<file path="src/rtl/irq_inj_pkg.sv">
package irq_inj_pkg;
  localparam int unsigned OP_W = 8;
  // restart opcode whose effect is "push PC; call 0x0038"
  localparam logic [OP_W-1:0] RESTART_OP = 8'hFF;
endpackage

</file>
<file path="src/rtl/irq_enable_ctl.sv">
module irq_enable_ctl (
  input  logic clk,
  input  logic rst_n,
  input  logic boundary,
  input  logic dec_ei,
  input  logic dec_di,
  input  logic take,
  output logic ie_q,
  output logic shadow_q
);
  always_ff @(posedge clk) begin
    if (!rst_n) begin
      ie_q     <= 1'b0;
      shadow_q <= 1'b0;
    end else if (boundary) begin
      if (dec_di) begin
        ie_q     <= 1'b0;
        shadow_q <= 1'b0;
      end else if (dec_ei) begin
        ie_q     <= 1'b1;
        shadow_q <= 1'b1;
      end else begin
        shadow_q <= 1'b0;
        if (take) ie_q <= 1'b0;
      end
    end
  end


  shadow_implies_ie_chk: assert property (@(posedge clk) disable iff (!rst_n)
    shadow_q |-> ie_q);


  di_clears_ie_chk: assert property (@(posedge clk) disable iff (!rst_n)
    (boundary && dec_di) |=> (!ie_q && !shadow_q));
endmodule

</file>
<file path="src/rtl/irq_accept.sv">
module irq_accept (
  input  logic clk,
  input  logic rst_n,
  input  logic boundary,
  input  logic irq_n,
  input  logic ie,
  input  logic shadow,
  input  logic dec_ei,
  input  logic dec_di,
  input  logic fetch_stb,
  output logic take,
  output logic pending_q
);
  assign take = boundary && !irq_n && ie && !shadow
                && !dec_ei && !dec_di && !pending_q;

  always_ff @(posedge clk) begin
    if (!rst_n)              pending_q <= 1'b0;
    else if (take)           pending_q <= 1'b1;
    else if (fetch_stb)      pending_q <= 1'b0;
  end


  take_drops_ie_chk: assert property (@(posedge clk) disable iff (!rst_n)
    take |=> !ie);


  arm_needs_ie_chk: assert property (@(posedge clk) disable iff (!rst_n)
    $rose(pending_q) |-> $past(ie));
endmodule

</file>
<file path="src/rtl/irq_fetch_mux.sv">
module irq_fetch_mux #(
  parameter int unsigned OP_W = irq_inj_pkg::OP_W,
  parameter logic [OP_W-1:0] INJ_OP = irq_inj_pkg::RESTART_OP
) (
  input  logic            fetch_stb,
  input  logic            pending,
  input  logic [OP_W-1:0] mem_data,
  output logic [OP_W-1:0] opcode,
  output logic            inject
);
  assign inject = fetch_stb && pending;

  for (genvar b = 0; b < OP_W; b++) begin : g_bit
    assign opcode[b] = inject ? INJ_OP[b] : mem_data[b];
  end
endmodule

</file>
<file path="src/rtl/irq_inject_unit.sv">
module irq_inject_unit #(
  parameter int unsigned OP_W = irq_inj_pkg::OP_W,
  parameter logic [OP_W-1:0] INJ_OP = irq_inj_pkg::RESTART_OP
) (
  input  logic            clk,
  input  logic            rst_n,
  input  logic            irq_n,
  input  logic            insn_end,
  input  logic            fetch_stb,
  input  logic            dec_ei,
  input  logic            dec_di,
  input  logic [OP_W-1:0] mem_data,
  output logic [OP_W-1:0] opcode,
  output logic            pc_inc_inhibit,
  output logic            mem_rd_suppress
);
  logic ie, shadow, take, pending, inject;

  irq_enable_ctl u_en (
    .clk(clk), .rst_n(rst_n), .boundary(insn_end),
    .dec_ei(dec_ei), .dec_di(dec_di), .take(take),
    .ie_q(ie), .shadow_q(shadow)
  );

  irq_accept u_acc (
    .clk(clk), .rst_n(rst_n), .boundary(insn_end), .irq_n(irq_n),
    .ie(ie), .shadow(shadow), .dec_ei(dec_ei), .dec_di(dec_di),
    .fetch_stb(fetch_stb), .take(take), .pending_q(pending)
  );

  irq_fetch_mux #(.OP_W(OP_W), .INJ_OP(INJ_OP)) u_mux (
    .fetch_stb(fetch_stb), .pending(pending), .mem_data(mem_data),
    .opcode(opcode), .inject(inject)
  );

  assign pc_inc_inhibit  = inject;
  assign mem_rd_suppress = inject;


  single_inject_chk: assert property (@(posedge clk) disable iff (!rst_n)
    pc_inc_inhibit |=> !pc_inc_inhibit);


  inject_in_fetch_chk: assert property (@(posedge clk) disable iff (!rst_n)
    pc_inc_inhibit |-> (fetch_stb && opcode == INJ_OP));
endmodule

</file>
<file path="config.mk">
export PLATFORM = sky130hd
export DESIGN_NAME = irq_inject_unit
export DESIGN_NICKNAME = d
export VERILOG_FILES = /design/src/rtl/irq_inj_pkg.sv /design/src/rtl/irq_enable_ctl.sv /design/src/rtl/irq_accept.sv /design/src/rtl/irq_fetch_mux.sv /design/src/rtl/irq_inject_unit.sv
export SDC_FILE = /design/constraint.sdc
export NUM_CORES = 1
export LEC_CHECK = 0
export CORE_AREA = 2 2 39 41
export DETAILED_ROUTE_END_ITERATION = 8
export DIE_AREA = 0 0 41 43
export GPL_TIMING_DRIVEN = 0
export PLACE_DENSITY = 0.63
export SKIP_CTS_REPAIR_TIMING = 1
export SLEW_MARGIN = 20
export SYNTH_ARGS = -nofsm -noshare
export SYNTH_HDL_FRONTEND = slang
export SYNTH_SLANG_ARGS = --single-unit
</file>
<file path="constraint.sdc">
create_clock -name clk -period 1.4 [get_ports clk]
set_input_delay 0.28 -clock clk [delete_from_list [all_inputs] [get_ports clk]]
set_output_delay 0.28 -clock clk [all_outputs]
set_load 0.03 [all_outputs]
</file>
=== Word level (Yosys, flattened, before mapping) ===
Index checks and enable logic that the tools add are counted.

* Register bits after elaboration: 3
* Output and inout bits: 10
* Word-level logic and storage cells: 33

* Multiplexer cells: 15
* Reduce and logical (&&, ||, !) cells: 15

{| class="wikitable"
|+ Operator list
! operator !! number
|-
| $mux 1 || 15
|-
| $logic_and 1x1->1 || 7
|-
| $logic_not 1->1 || 5
|-
| $reduce_bool 3->1 || 1
|-
| $reduce_and 2->1 || 1
|-
| $reduce_bool 2->1 || 1
|}

=== Logic depth before layout (Yosys ltp) ===
* Depth after elaboration: 10
* Depth in mapped cells: 3

=== By module ===
From an unflattened synthesis, not the netlist that was laid out.

* Cells, all modules: 27
* Area total of the unflattened synthesis: 247.7 µm²

{| class="wikitable"
|+ By module, submodules not included
! module !! times used !! cells each !! area each (µm²) !! seq. area each (µm²)
|-
| irq_enable_ctl || 1 || 9 || 86.3 || 40.0
|-
| irq_fetch_mux || 1 || 11 || 85.1 || 0.0
|-
| irq_accept || 1 || 6 || 68.8 || 20.0
|-
| irq_inject_unit || 1 || 1 || 7.5 || 0.0
|}

=== Worst setup path before layout ===
Ideal clock, no wire load.

* Kind: reg-to-reg
* From: reg u_en.shadow_q
* To: reg u_acc.pending_q
* Library setup time: 0.070 ns
* Arrival time: 1.283 ns
* Required time: 1.330 ns
* Slack: 0.047 ns
* Cell stages (with the launch flop): 4
* Buffers on the path: 0
* Cells stage by stage: dfxtp_1 or4b_1 or3b_1 a21oi_1

* Longest elaborated chain between the ends: 6

{| class="wikitable"
|+ RTL lines
! element !! RTL line !! text
|-
| start, declared || irq_enable_ctl.sv:9 || <nowiki>output logic shadow_q</nowiki>
|-
| start signal, assigned || irq_enable_ctl.sv:14 || <nowiki>shadow_q <= 1'b0;</nowiki>
|-
| start signal, assigned || irq_enable_ctl.sv:18 || <nowiki>shadow_q <= 1'b0;</nowiki>
|-
| start signal, assigned || irq_enable_ctl.sv:21 || <nowiki>shadow_q <= 1'b1;</nowiki>
|-
| $logic_not 1->1 * || irq_accept.sv:14 || <nowiki>assign take = boundary && !irq_n && ie && !shadow</nowiki>
|-
| $logic_and 1x1->1 * || irq_accept.sv:14 ||
|-
| $logic_and 1x1->1 * (3 in series) || irq_accept.sv:15 || <nowiki>&& !dec_ei && !dec_di && !pending_q;</nowiki>
|-
| $mux 1 or $reduce_bool 2->1 (tied branches) || - ||
|-
| end signal, assigned || irq_accept.sv:18 || <nowiki>if (!rst_n) pending_q <= 1'b0;</nowiki>
|-
| end signal, assigned || irq_accept.sv:19 || <nowiki>else if (take) pending_q <= 1'b1;</nowiki>
|-
| end signal, assigned || irq_accept.sv:20 || <nowiki>else if (fetch_stb) pending_q <= 1'b0;</nowiki>
|-
| end, declared || irq_accept.sv:12 || <nowiki>output logic pending_q</nowiki>
|}

Every way passes the cells marked *; elsewhere a longest branch is shown, timed or not.
A chain may end at the register's enable or synchronous reset.

=== Final worst setup path ===
Ends and elaborated chain as after synthesis.

==> impl_metrics.env <==
export IMPL_htreeDepth=1
export IMPL_skew_ns=0.00110
export IMPL_crit_fanout=2
export IMPL_status="complete, no violations"
export IMPL_fin_ws_ns=0.00899
export IMPL_core_area_um2=1380
export IMPL_viasPerCell=3.63
export IMPL_powerDensity_nw_per_um2=708
export IMPL_synth_seq_cells=3
export IMPL_routedWlPerCell_um=8.09
export IMPL_numCtsBuffers=3
export IMPL_drv_slew=0
export IMPL_initial_utilization_pct=14.6
export IMPL_path_cells="or4b_4 > or3b_4 > a21oi_2"
export IMPL_p_leak_nw=0.253
export IMPL_slew_headroom_pct=88.7
export IMPL_drive_gt1_share_pct=35.2
export IMPL_clk_latency_ns=0.23
export IMPL_dr_total_vias=254
export IMPL_startpoint_type="flop"
export IMPL_power_uw=333
export IMPL_grt_remaining_overflow=0
export IMPL_cp_slowest_stage_delay_ns=0.53
export IMPL_dp_cells=66
export IMPL_synth_seq_area_share_pct=29.6
export IMPL_synth_cells=26
export IMPL_area_growth_pct=132
export IMPL_place_hpwl_um=475
export IMPL_rsz0062_at_grt="true"
export IMPL_track_usage_pct=7.52
export IMPL_die_x_um=41
export IMPL_fin_nets=70
export IMPL_setup_violations=0
export IMPL_n_antenna_cell=0
export IMPL_arrival_ns=1.56
export IMPL_drt_iter0_markers=1
export IMPL_routabilityCongestion=0.701
export IMPL_syn_num_nets=41
export IMPL_antenna_found_initial=0
export IMPL_min_path_type="input port to flop"
export IMPL_fmax_mhz=719
export IMPL_finalHoldViolCount=0
export IMPL_holdWs_ns=0.383
export IMPL_fin_crit_ns=1.39
export IMPL_cts_tree="done"
export IMPL_fin_util_pct=34.0
export IMPL_grt_pass1_wl_um=876
export IMPL_maxCapViolCount=0
export IMPL_pre_cts_slack_ns=-0.700
export IMPL_dpl_cell_area_um2=463
export IMPL_worstSetupPathType="flop to flop"
export IMPL_final_setup_tns_ns=0
export IMPL_die_area_um2=1760
export IMPL_clock_sinks=3
export IMPL_firstDrtPassIters=2
export IMPL_dieHeight_um=43
export IMPL_grt_pass1_vias=241
export IMPL_routed_wl_um=566
export IMPL_fin_cells=70
export IMPL_num_rows=14
export IMPL_ir_drop_uv=322
export IMPL_end_kind="flop"
export IMPL_syn_area_um2=203
export IMPL_clk_pin_slew_ns=0.04
export IMPL_n_fill_cell=158
export IMPL_tightest_slew_ns=0.170
export IMPL_drc_errors=0
export IMPL_port_buffers=24
export IMPL_seq_area_um2=61.3
export IMPL_required_ns=1.57
export IMPL_cts_buffer_depth=2
export IMPL_ios=25
export IMPL_multi_input_area_um2=145
export IMPL_cts_root_buf="clkbuf_4"
export IMPL_syn_avg_cell_area_um2=7.80
export IMPL_crit_path_top_delay_cell="or4b_4"
export IMPL_period_share_pct=99.4
export IMPL_finalInstanceArea_um2=470
export IMPL_grt_max_degree=10
export IMPL_drtAntennaViolNets=0
export IMPL_ys_warn_count=0
export IMPL_ys_types=13
## cell usage after synthesis
library cell   n  area (um^2)
a21oi_1        2         10.0
a31oi_1        1         6.26
buf_4          1         7.51
dfxtp_1        3         60.1
inv_1          2         7.51
nand2_1        1         3.75
nand2b_1      10         62.6
nand3b_1       1         7.51
nor2b_1        1         6.26
o21ai_0        1         5.00
or2b_1         1         7.51
or3b_1         1         8.76
or4b_1         1         10.0
## flip-flops by register name, indices dropped and copies added (netlist names)
name,cells
u_acc.pending_q,1
u_en.shadow_q,1
u_en.ie_q,1
## critical path: cells and delay by family, from the launching register on
family / cells / cell delay [ns]
AND/OR/NAND/NOR: 2 / 0.91
AO/OA/AOI/OAI: 1 / 0.12
flip-flops: 1 / 0.30
## worst paths after layout
path | startpoint | end | slack, ns | cells after the start
max | u_en.shadow_q | u_acc.pending_q | 0.009 | 3
min reg2reg | u_en.ie_q | u_en.ie_q | 0.49 | 2
min | insn_end | u_en.shadow_q | 0.38 | 3
max reg2reg | u_en.shadow_q | u_acc.pending_q | 0.009 | 3
## layout make-up
| cell class | instances | share of cell area (%) |
|---|---|---|
| sequential | 3 | 13.0 |
| clock buffer | 4 | 5.59 |
| tap | 16 | 4.26 |
| multi-input combinational | 20 | 30.9 |
| buffer | 1 | 1.60 |
| inverter | 2 | 1.60 |
| timing repair buffer | 24 | 43.1 |
## power breakdown
group / internal [mW] / switching [mW]
registers: 0.0891 / 0.00122
clock network: 0.107 / 0.0419
logic: 0.0520 / 0.0420
## layer usage
| metal | track usage [%] | share of wire, % | vias to the layer above | routed length, um |
|---|---|---|---|---|
| met5 | 0 | 0 | - | 0 |
| met4 | 8.00 | 0 | 0 | 0 |
| met3 | 1.57 | 5.1 | 0 | 29 |
| met2 | 11.9 | 59 | 5 | 332 |
| met1 | 7.03 | 36 | 110 | 203 |
| li1 | - | - | 139 | - |
## cells in the final DEF (no fill, tap or decap), drive strengths merged
cell type      Yosys  layout
or4b               1       1
clkbuf             0      14
a21oi              2       2
o21ai              1       1
or3b               1       1
dfxtp              3       3
nand2b            10      10
clkdlybuf4s50      0      10
buf                1       1
a31oi              1       1
dlymetal6s2s       0       4
nor2b              1       1
nand2              1       1
or2b               1       1
nand3b             1       1
inv                2       2
## cell families after synthesis
logic type             after synthesis  share of synthesized area, %
AOI/OAI and AO/OA                    4                          10.5
buffers and inverters                3                          7.41
DFF                                  3                          29.6
and+or+nand+nor                     16                          52.5
(Power assumes the default switching activity.)
